[config.mk]
export PLATFORM = sky130hd
export DESIGN_NAME = dma_ptr_bank
export DESIGN_NICKNAME = d
export VERILOG_FILES = /design/src/rtl/dma_ptr_bank.sv
export SDC_FILE = /design/constraint.sdc
export NUM_CORES = 1
export LEC_CHECK = 0
export BUFFER_PORTS_ARGS = -buffer_cell sky130_fd_sc_hd__buf_2
export CAP_MARGIN = 40
export CORE_MARGIN = 4
export CORE_UTILIZATION = 44
export DETAILED_ROUTE_END_ITERATION = 8
export PLACE_DENSITY = 0.75
export SLEW_MARGIN = 20
export SYNTH_ARGS = -nofsm -noshare
export SYNTH_HDL_FRONTEND = slang
export SYNTH_SLANG_ARGS = --single-unit
[constraint.sdc]
create_clock -name clk -period 2 [get_ports clk]
set_input_delay 0.1 -clock clk [delete_from_list [all_inputs] [get_ports clk]]
set_output_delay 0.1 -clock clk [all_outputs]
set_load 0.05 [all_outputs]
[src/rtl/dma_ptr_bank.sv]
module dma_ptr_bank #(
  parameter int NCH = 2,
  parameter int PW = 16,
  parameter int AW = 20,
  parameter logic [AW-1:0] WIN_LO = 20'hFF900,
  parameter logic [AW-1:0] WIN_HI = 20'hFFEDF,
  localparam int CHW = (NCH > 1) ? $clog2(NCH) : 1,
  localparam int BW = PW / 8
) (
  input  logic              clk,
  input  logic              rst_n,
  input  logic [CHW-1:0]    cpu_sel,
  input  logic              cpu_we,
  input  logic [BW-1:0]     cpu_be,
  input  logic [PW-1:0]     cpu_wdata,
  output logic [PW-1:0]     cpu_rdata,
  input  logic [NCH-1:0]    xfer_active,
  input  logic [NCH-1:0]    wide_mode,
  input  logic [NCH-1:0]    unit_done,
  output logic [NCH*AW-1:0] eff_addr,
  output logic [NCH-1:0]    addr_illegal
);
  localparam logic [AW-PW-1:0] PREFIX = '1;

  logic [NCH-1:0][PW-1:0] ptr;

  assign cpu_rdata = ptr[cpu_sel];

  for (genvar c = 0; c < NCH; c++) begin : g_ch
    logic          step_en, wr_en;
    logic [PW-1:0] step, merged, drv;
    logic [AW-1:0] ea;

    assign step_en = xfer_active[c] && unit_done[c];
    assign wr_en   = cpu_we && (cpu_sel == CHW'(c)) && !xfer_active[c];
    assign step    = wide_mode[c] ? PW'(2) : PW'(1);

    for (genvar b = 0; b < BW; b++) begin : g_byte
      assign merged[8*b +: 8] = cpu_be[b] ? cpu_wdata[8*b +: 8] : ptr[c][8*b +: 8];
    end

    always_ff @(posedge clk) begin
      if (!rst_n)       ptr[c] <= '0;
      else if (step_en) ptr[c] <= ptr[c] + step;
      else if (wr_en)   ptr[c] <= merged;
    end

    assign drv = {ptr[c][PW-1:1], ptr[c][0] & ~wide_mode[c]};
    assign ea  = {PREFIX, drv};
    assign eff_addr[c*AW +: AW] = ea;
    assign addr_illegal[c] = (ea < WIN_LO) || (ea > WIN_HI);
  end
endmodule

### After elaboration in Yosys (flattened, before gate mapping)

Index checks and enable logic that the tools add are counted.

| cells by class | value |
|---|---|
| reductions and logical operators | 20 |
| bitwise logic cells | 5 |
| $lt $le $gt $ge | 5 |
| mux-type cells | 10 |
| add/subtract/negate cells | 2 |

Operator list:

| operator | number |
|---|---|
| 16-bit two-way mux | 6 |
| 20-bit > comparator (second input constant) | 2 |
| 20-bit less-than comparator (second input constant) | 2 |
| 16-bit by 2-bit adder with 16-bit output | 2 |
| 8-bit two-way mux | 2 |
| 2-bit nonzero test | 6 |
| 2-bit AND reduction | 4 |
| 1-bit logical AND | 6 |
| 2-bit two-way mux | 2 |
| 1-bit inverter | 3 |
| 1-bit bitwise AND | 2 |
| 1-bit logical NOT | 2 |
| 1-bit logical OR | 2 |
| 1-bit by 2-bit less-than comparator with 1-bit output (second input constant) | 1 |

| word-level totals | value |
|---|---|
| output and inout bits | 58 |
| bits in registers | 32 |
| input bits | 28 |

### Depth between registers and ports, before layout

Gate-level depths: netlist of run 1.

| logic depth | value |
|---|---|
| word-level depth | 5 |
| gate-level depth with buffers | 9 |
| depth with buffers taken out | 8 |

### Worst setup path after synthesis of run 1

Ideal clock, no wire load.

| path | value |
|---|---|
| kind | flip-flop to flip-flop |
| start point | register ptr[0] (netlist name) |
| end point | register ptr (netlist bit eff_addr[10]) |
| arrival time | 2.445 ns |
| library setup time | 0.074 ns |
| stages on the path, launching flop included | 9 |
| period minus slack after synthesis | 2.519 ns |
| setup slack | -0.519 ns |
| required time | 1.926 ns |
| cells stage by stage | dfxtp_1 -> ha_1 -> inv_1 -> fa_1 -> and4b_1 -> clkbuf_1 -> nand2_1 -> or3_1 -> a31oi_1 |

| on the way | value |
|---|---|
| cells in the longest elaborated chain, start to end | 2 |

Ends and longest elaborated chain:

| element | line | RTL |
|---|---|---|
| start, declared | 25 | `logic [NCH-1:0][PW-1:0] ptr;` |
| start signal, assigned by index | 44 | `else if (step_en) ptr[c] <= ptr[c] + step;` |
| start signal, assigned by index | 45 | `else if (wr_en) ptr[c] <= merged;` |
| 16-bit by 2-bit adder with 16-bit output | 44 |  |
| 16-bit two-way mux | 44 |  |

No other way between the ends.
A chain may end at the register's enable or synchronous reset.

### Final worst setup path of run 1

| path | value |
|---|---|
| start point | register ptr[16] (netlist name) |
| end point | register ptr (netlist bit eff_addr[32]) |

The elaborated chain is that of the path after synthesis.

==> results.md, run 1 <==
- Kind of critical path: reg2reg
- Peak supply drop: 0.0003319 V
- Crit path launch: ptr[16]
- Top post-synthesis cells by count: nand2_1 (42), buf_4 (38), dfxtp_1 (32), a21oi_1 (17), mux2_2 (17)
- Initial antenna violation count: 0
- CTS buffer count: 5
- Routability Congestion: between 0.9 and 1
- Routed WL per cell: 16.97 um
- Final period utilization: 98.03%
- Hold buffers post-CTS: 0
- Max Slew Vio Count: 0
- Clock Skew: between 5 and 6 ps
- R2r worst-path depth: 7
- Pin count of the biggest net entering global routing: 23
- Async SR Flop Fraction: 0%
- Crit path buf inv count: 1
- Post-place setup slack: about 39 ps
- Worst Path Arrival: 2180 ps
- Routed vias/inst: 5.900
- IO buf count: just under 80
- Crit-path cells: ha_4 -> inv_2 -> fa_2 -> nand3b_1 -> nor4_2 -> mux2_4 -> a21oi_2
- WHS Path Cells: 3
- Initial DRC Count: 221
- Mapped Cells: 329
- FF+latch count, synth: 32
- Worst r2r src: ptr[16]
- Share of the synthesized area in the top cell type: 24.90%
- CTS Sinks: 32
- GRT Overall Usage: 21.72%
- CTS max path bufs: 2
- Ys flop type: dfxtp_1
- Initial Util: 46.15%
- Critical Path Start Type: register
- Hold path start: cpu_wdata[7]
- DR vias: 2708
- Reg clk slew, reported paths: approximately 70 ps
- Total Wirelength: 7.789 mm
- Post-synthesis sequential area ratio: 24.90%
- Yosys top cell by area: dfxtp_1
- Final Worst Setup Slack: 39.31 ps
- Reg2reg end: eff_addr[32]
- Drt drc: 0
- Max Cap Violations: 0
- Crit-path leading delay family: simple AND/OR/NAND/NOR gates
- Area growth from synthesis to layout: 18.34%
- Slew margin rel.: 47.50%
- Number of flops mapped to enable cells by yosys: 0
- Worst path max stage delay: 360 ps
- HP Class: in2reg
- Worst setup endpoint: eff_addr[32]
- Clk root buf: clkbuf_8
- CP max stage cell: dfxtp_2
- Detailed-placement wirelength estimate: approximately 5.9 mm
- Pwr dens: 542.2 nW/um^2
- Actual slew at the worst max-slew pin: 786.6 ps
- Final setup viols: 0
- RSZ-0062 raised after global routing: true
- Top Ports: 86
- Die span in x: 84.46 um
- H-tree depth: 2
- YS warnings: 0
- Design Area, Final: 3044 sq um
- Core area: around 5600 sq um
- Crit path depth: 7
- Fmax: approximately 510 MHz
- Drt first pass iters: 4
- Mean Syn Cell Area: about 8 sq um
- Status: finished clean
- Die Ht: between 80 and 90 um
- Final hold vios: 0
- Top post-synthesis cells by area: dfxtp_1 (25%), buf_4 (11%), mux2_2 (7.4%)
- Worst skew pair latency: 290 ps
- Worst-path fanout max: 5
- Share of post-route cells with drive strength above 1: 37.47%
- FF-to-FF setup slack: just under 40 ps
- DRT antenna net count: 0
- DIE AREA: 7133 sq um
- Row Count: 27
- Tmin final: approximately 2000 ps
- Worst setup EP type: register
- Dpl cell area: between 2000 and 3000 sq um
- Nets: 420
- Netlist cell types: 55
- Leak Pwr: 1.336 nW
- Diode count: 0
- Synthesized area: 2572 sq um
- CTS tree: built
- Number of global-route vias before repair: 2568
- First-pass GRT wire length: 12.57 mm
- Grt ovf: 0
- WP data required: 2220 ps
- Most common cell in the synthesized netlist: nand2_1
## kinds of logic (layout without fill, tap and decap cells)
| kind of cell | count (synthesis) | in the layout | share of synthesized area, % |
|---|---|---|---|
| mux | 17 | 17 | 7.441 |
| flops | 32 | 32 | 24.90 |
| compound gates | 77 | 77 | 21.01 |
| fa+ha+maj | 6 | 6 | 3.502 |
| buf+inv | 68 | 119 | 15.66 |
| simple gates | 128 | 128 | 27.34 |
| other cells | 1 | 8 | 0.1458 |
## cell usage in the layout, fill, tap and decap left out, types with 4 or more instances in the layout
master,count
a21oi_1,15
a31oi_1,9
and2_1,4
and3_1,5
buf_2,77
buf_4,23
clkbuf_8,6
conb_1,8
dfxtp_1,30
inv_1,9
mux2_2,15
nand2_1,42
nand3_1,14
nand4_1,11
nor2_1,13
nor3_1,7
nor4_1,4
o211ai_1,5
o21a_1,4
o21ai_0,9
or3_1,5
## worst min-delay path by stage
stage                              end  slack, ps
after floorplan           eff_addr[26]        240
after global placement    eff_addr[27]        380
after detailed placement  eff_addr[26]        390
after CTS                 eff_addr[26]         70
after global routing       eff_addr[9]         90
final                     eff_addr[27]         80
## final cells by class
type                       count  area (sq um)
multi-input combinational    236          1619
tap                           72         90.09
timing repair buffer         100         558.0
inverter                      11         41.29
fill                         534          2530
sequential                    32         645.6
clock buffer                   8         90.09
## flip-flops by register name, summed over array words and instances (netlist names)
register and flops:
eff_addr 30, ptr 2
## layer usage
| layer | vias up | global-route usage, % | share of wire (%) |
|---|---|---|---|
| met2 | 139 | 33.21 | 46 |
| met4 | 0 | 7.338 | 1.5 |
| met1 | 1265 | 28.64 | 41 |
| met3 | 15 | 7.458 | 11 |
| li1 | 1289 | - | - |
| met5 | - | 0 | 0 |
## metrics by stage
stage          hold WS, ps  total power, mW  utilization [%]  instances  setup TNS, ps
2_1_floorplan        236.0            1.045                -        336              0
3_3_place_gp         382.4            1.128            52.03        449              0
3_5_place_dp         386.0            1.133            52.03        449              0
4_1_cts              69.35            1.664            53.65        457              0
5_1_grt              87.43            1.734            54.61        459         -80.90
6_report             81.23            1.651            54.61        459              0
## report_power, final
group	switching (mW)	internal, mW
Clock	0.243	0.281
Combinational	0.307	0.128
Sequential	0.0316	0.661
## tightest hold or removal path: stages
cell and delay (ps):
buf_2 120, nand2_1 50, a21oi_1 50
## what timing repair did
item	CTS	global route
setup buffers	0	2
endpoints found under the setup margin	0	6
resized for setup	0	11
No activity file was read; power rests on OpenSTA's default activity.
==> run 2: changes to the inputs <==
--- a/config.mk
+++ b/config.mk
@@ -10,4 +10,5 @@
 export CORE_MARGIN = 4
 export CORE_UTILIZATION = 44
+export CTS_CLUSTER_SIZE = 16
 export DETAILED_ROUTE_END_ITERATION = 8
 export PLACE_DENSITY = 0.75
==> constraint.sdc (replaced) <==
create_clock -name clk -period 2 [get_ports clk]
set_input_delay 0.2 -clock clk [delete_from_list [all_inputs] [get_ports clk]]
set_output_delay 0.2 -clock clk [all_outputs]
set_load 0.05 [all_outputs]
==> results.md, run 2 (same netlist as run 1, synthesis figures left out) <==
- Status: finished clean
- Max Slew Vio Count: 0 (unchanged)
- Core Util, Final: 55.78% (+1.2 points)
- Peak supply drop: 0.0003095 V (-6.8%)
- Final period utilization: 96.56% (-1.5 points)
- Area growth from synthesis to layout: 20.87%
- Critical Path Start Type: register
- Clk root buf: clkbuf_8
- Actual slew at the worst max-slew pin: 801.0 ps (+14.43 ps)
- Row Count: 27 (unchanged)
- Clock Skew: 1.977 ps (-3.949 ps)
- WP data required: 2210 ps (about the same)
- Tmin final: 1931 ps (-29.53 ps)
- Share of post-route cells with drive strength above 1: 38.83% (+1.4 points)
- Die span in x: 84.46 um (unchanged)
- Max FFs per register: 30 (unchanged)
- Nets: 427 (+1.7%)
- Core area: 5574 sq um (unchanged)
- Initial antenna violation count: 0 (unchanged)
- Kind of critical path: reg2reg
- Tot Pwr: 1.663 mW (+0.78%)
- Initial DRC Count: 309 (+40%)
- Register area: 649.4 sq um (+0.58%)
- Number of global-route vias before repair: 2572 (+0.16%)
- HP Class: in2reg
- Final hold vios: 0 (unchanged)
- DIE AREA: 7133 sq um (unchanged)
- Diode count: 0 (unchanged)
- Die Ht: 84.46 um (unchanged)
- Pin count of the biggest net entering global routing: 23 (unchanged)
- Routed vias/inst: 6.002 (+1.7%)
- DRT antenna net count: 0 (unchanged)
- Worst skew pair latency: 290 ps (about the same)
- Final setup viols: 0 (unchanged)
- Top Ports: 86 (unchanged)
- Design Area, Final: 3109 sq um (+2.1%)
- Slew margin rel.: 46.54% (-0.96 points)
- Fmax: 517.8 MHz (+1.5%)
- Fillers: 554 (+3.7%)
- RSZ-0062 raised after global routing: true
- CTS tree: built
- Hold buffers post-CTS: 0 (unchanged)
- First-pass GRT wire length: 12.84 mm (+2.1%)
- Worst Path Arrival: 2140 ps (-40 ps)
- Dpl cell area: 2945 sq um (+1.6%)
- Routed WL per cell: 17.33 um (+2.1%)
- Detailed-placement wirelength estimate: 5.968 mm (+1.9%)
- Total Wirelength: 8.076 mm (+3.7%)
- Setup tns final: 0 ps (unchanged)
- Initial Util: 46.15% (unchanged)
- Final Hold Slack: 177.0 ps (+95.75 ps)
- Reg clk slew, reported paths: 70 ps (about the same)
- Max Cap Violations: 0 (unchanged)
- CTS buffer count: 5 (unchanged)
- Leak Pwr: 1.360 nW (+1.8%)
- GRT Overall Usage: 22.05% (+0.33 points)
- Drt drc: 0 (unchanged)
- Grt ovf: 0 (unchanged)
- H-tree depth: 2 (unchanged)
- Worst setup EP type: register
- CTS Sinks: 32 (unchanged)
- Worst-path fanout max: 5 (unchanged)
- Pwr dens: 535.0 nW/um^2 (-1.3%)
- Most common cell after layout, fill and taps aside: buf_2
- Drt first pass iters: 5 (+1)
- CTS max path bufs: 2 (unchanged)
- DR vias: 2797 (+3.3%)
- Multi-input logic area: 1624 sq um (+0.31%)
- Most frequent cells in the layout: buf_2 (77), nand2_1 (42), dfxtp_1 (29), buf_4 (29)
- Routability Congestion: 0.9028 (-0.47%)
- IO buf count: 77 (unchanged)
==> run 2: cell count changes in the layout (fill, tap and decap cells not counted), sizes merged <==
cell,delta
buf,+7
==> run 2: final cells by class <==
class                           count  share of cell area [%]
Timing Repair Buffer              107                   19.76
Multi-Input combinational cell    236                   52.23
Clock buffer                        8                   2.897
Tap cell                           72                   2.897
Inverter                           11                   1.328
Sequential cell                    32                   20.89
==> run 2: worst paths after layout <==
path	from	to	slack [ps]	depth (start not counted)
min	cpu_wdata[6]	eff_addr[26]	180	3
max reg2reg	ptr[0]	eff_addr[14]	70	8
min reg2reg	eff_addr[1]	eff_addr[1]	510	2
max	ptr[0]	eff_addr[14]	70	8
==> run 2: worst max-delay path: stages, from the launching register on <==
cell and delay (ps):
dfxtp_4 370, ha_4 140, inv_2 40, fa_2 360, and4b_2 350, buf_6 120, nand4_1 100, o31a_1 250
a21oi_1 130
==> run 2: stage by stage <==
step / setup slack, ps / std cells
final: 68.84 / 466
after CTS: 28.28 / 463
after floorplan: -78.95 / 336
after global routing: -45.20 / 466
after global placement: 39.21 / 455
after detailed placement: 3.108 / 455
==> run 2: metal layers <==
metal / wire length [um] / global-route usage, % / vias up
li1: - / - / 1299
met1: 3456 / 29.56 / 1309
met2: 3656 / 35.58 / 174
met3: 822 / 4.122 / 15
met4: 140 / 7.482 / 0
met5: 0 / 0 / -
==> run 2: timing repair <==
item,in CTS,in global routing
buffers inserted,0,3
setup endpoints to repair,0,9
resized for setup,0,13
==> run 2: where the power goes <==
group | switching [mW] | leakage, nW | internal (mW)
combinational | 0.309 | 1.05 | 0.131
sequential | 0.0341 | 0.262 | 0.660
clock | 0.248 | 0.0455 | 0.281
==> run 3: changes to the inputs <==
Settings changed: ABC_AREA from default to 1, PLACE_DENSITY 0.75 to 0.74, SETUP_SLACK_MARGIN from default to 0.1.
==> results.md, run 3 <==
- Core area: 6026 sq um (+8.1%)
- Top post-synthesis cells by area: dfxtp_1 (23%), nand2_1 (16%), buf_4 (11%)
- Slew margin rel.: 63.03% (+16 points)
- Grt met3 use: 3.595% (-0.53 points)
- Row Count: 28 (+3.7%)
- FF+latch count, synth: 32 (unchanged)
- CTS buffer count: 5 (unchanged)
- Synthesized area: 2769 sq um (+7.6%)
- Worst-path fanout max: 4 (-1)
- Routed vias/inst: 5.301 (-12%)
- Non-Filler Instances: 588 (+26%)
- Combinational Power Share: 29.2% (+2.7 points)
- Drt drc: 0 (unchanged)
- GR peak layer: met2
- P_sw: 0.7335 mW (+24%)
- Clock network fraction of design power: 32.7% (+0.9 points)
- Detailed-placement wirelength estimate: 6.654 mm (+11%)
- Met2 usage: 38.15% (+2.6 points)
- Worst skew pair latency: 290 ps (about the same)
- Final setup viols: 0 (unchanged)
- DR vias: 3117 (+11%)
- Actual slew at the worst max-slew pin: 553.9 ps (-247.1 ps)
- Cells after DPL: 577 (+27%)
- Worst setup EP type: register
- Pin count of the biggest net entering global routing: 32 (+39%)
- Initial DRC Count: 277 (-10%)
- CTS tree: built
- Fmax: 531.5 MHz (+2.6%)
- Grt ovf: 0 (unchanged)
- Switch share: 38.25% (+2.7 points)
- DIE AREA: 7627 sq um (+6.9%)
- Top post-synthesis cells by count: nand2_1 (119), inv_1 (62), buf_4 (40), o21ai_0 (40), nand3_1 (39)
- DRT antenna net count: 0 (unchanged)
- YS warnings: 0 (unchanged)
- Peak supply drop: 0.0003581 V (+16%)
- Routed WL per cell: 14.61 um (-16%)
- Share of post-route cells with drive strength above 1: 23.00% (-16 points)
- Dpl cell area: 2999 sq um (+1.8%)
- Worst Path Arrival: 2080 ps (-60 ps)
- Die Ht: 87.33 um (+3.4%)
- Most frequent cells in the layout: nand2_1 (118), buf_2 (77), inv_1 (60), o21ai_0 (39), nand3_1 (39)
- Post-synthesis sequential area ratio: 23.14% (-1.8 points)
- Status: finished clean
- Mapped Cells: 462 (+40%)
- Clock Skew: 12.22 ps (+10.25 ps)
- Die span in x: 87.33 um (+3.4%)
- Async SR Flop Fraction: 0% (unchanged)
- Total Wirelength: 8.588 mm (+6.3%)
- Netlist cell types: 34 (-38%)
- Reg clk slew, reported paths: 80 ps (about the same)
- Tmin final: 1882 ps (-49.54 ps)
- Mean Syn Cell Area: 5.993 sq um (-23%)
- H-tree depth: 2 (unchanged)
- Final hold vios: 0 (unchanged)
- Design Area, Final: 3158 sq um (+1.6%)
- First-pass GRT wire length: 13.88 mm (+8.1%)
- Max Slew Vio Count: 0 (unchanged)
- Leak Pwr: 1.433 nW (+5.4%)
- Met1 usage: 30.43% (+0.87 points)
- Drt first pass iters: 5 (unchanged)
- Kind of critical path: reg2reg
- Diode count: 0 (unchanged)
- Initial Util: 45.95% (-0.20 points)
- Pwr dens: 607.1 nW/um^2 (+13%)
- Final period utilization: 94.08% (-2.5 points)
- HP Class: in2reg
- Number of global-route vias before repair: 2920 (+14%)
- Flop pwr share: 38.1% (-3.6 points)
- Share of the synthesized area in the top cell type: 23.14% (-1.8 points)
- Top Ports: 86 (unchanged)
- Most common cell in the synthesized netlist: nand2_1
- Yosys top cell by area: dfxtp_1
- WP data required: 2190 ps (-20 ps)
- Clk root buf: clkbuf_8
- Ys flop type: dfxtp_1
- IO buf count: 77 (unchanged)
- Initial antenna violation count: 0 (unchanged)
- Internal power: 1.184 mW (+10%)
- Area growth from synthesis to layout: 14.05%
- Hold buffers post-CTS: 0 (unchanged)
- Most common cell after layout, fill and taps aside: nand2_1
- Critical Path Start Type: register
- Tot Pwr: 1.917 mW (+15%)
- Post-place setup slack: -8.104 ps (-11.21 ps)
- GRT Overall Usage: 22.61% (+0.57 points)
- Max Cap Violations: 0 (unchanged)
- Routability Congestion: 0.9440 (+4.6%)
- Number of flops mapped to enable cells by yosys: 0 (unchanged)
- CTS max path bufs: 2 (unchanged)
- Final Worst Setup Slack: 118.4 ps (+49.54 ps)
- Max FFs per register: 30 (unchanged)
- CTS Sinks: 32 (unchanged)
- Nets: 546 (+28%)
==> run 3: changes by cell type in the layout (fill, tap and decap cells not counted), moves of 5 or more <==
cell,change
mux2_2,-16
inv_1,+51
nor2_1,+24
or3_1,-5
o21ai_0,+30
and3_1,-5
buf_4,-19
nand2_1,+76
a21oi_1,+9
nand3_1,+25
==> run 3: path summary, 6_finish.rpt <==
path | startpoint | end | slack (ps) | cells past startpoint
worst max-delay path | ptr[16] | eff_addr[24] | 120 | 12
worst min-delay path | cpu_wdata[1] | eff_addr[1] | 180 | 3
worst max register to register | ptr[16] | eff_addr[24] | 120 | 12
worst min register to register | eff_addr[14] | eff_addr[14] | 530 | 2
==> run 3: layer usage <==
layer | vias up | wire length, um
li1 | 1547 | -
met3 | 16 | 532
met5 | - | 0
met1 | 1440 | 3778
met4 | 0 | 107
met2 | 114 | 4169
==> run 3: through the flow <==
step	TNS [ps]	utilization, %	hold slack [ps]
after floorplan	0	-	347.4
after global placement	0	49.77	485.9
after detailed placement	-8.104	49.77	486.7
after CTS	0	51.66	181.0
after global routing	-5.490	52.41	192.0
final	0	52.41	183.9
==> run 3: cell type report <==
cell class	instances	area, sq um
fill	654	2868
tap	75	93.84
clock inverter	2	35.03
clock buffer	6	72.57
sequential	32	646.9
multi-input combinational	323	1613
timing repair buffer	87	460.4
inverter	63	236.5
==> run 3: critical path, cell delays in order, from the launching register on <==
cell and delay [ps]:
dfxtp_4 360, ha_4 130, inv_1 50, fa_1 390, inv_2 90, nand2_4 80, nor2_4 140, buf_4 140
nor2_1 40, o21ai_0 130, o211ai_1 130, nand2_1 80, inv_1 40
==> run 3: repair_timing <==
action / in CTS / in global routing
endpoints found under the setup margin: 3 / 13
pin swaps: 0 / 4
hold endpoints to repair: 0 / 0
resized for setup: 2 / 11
buffers inserted: 0 / 3
==> run 3: cells by family after synthesis <==
family / Yosys count / synth area share (%)
AND/OR/NAND/NOR: 217 / 33.26
buffers and inverters: 114 / 21.28
AO/OA/AOI/OAI: 89 / 17.89
flip-flops: 32 / 23.14
adder cells (fa/ha/maj): 6 / 3.254
XOR/XNOR: 2 / 0.6327
other: 1 / 0.1354
multiplexers: 1 / 0.4067
==> run 3: power groups by stage <==
stage               clock network (mW)  registers (mW)  logic, mW
floorplan                            0           0.724      0.473
global placement                     0           0.743      0.544
detailed placement                   0           0.744      0.550
CTS                              0.635           0.729      0.552
global route                     0.679           0.737      0.601
finish                           0.627           0.730      0.560
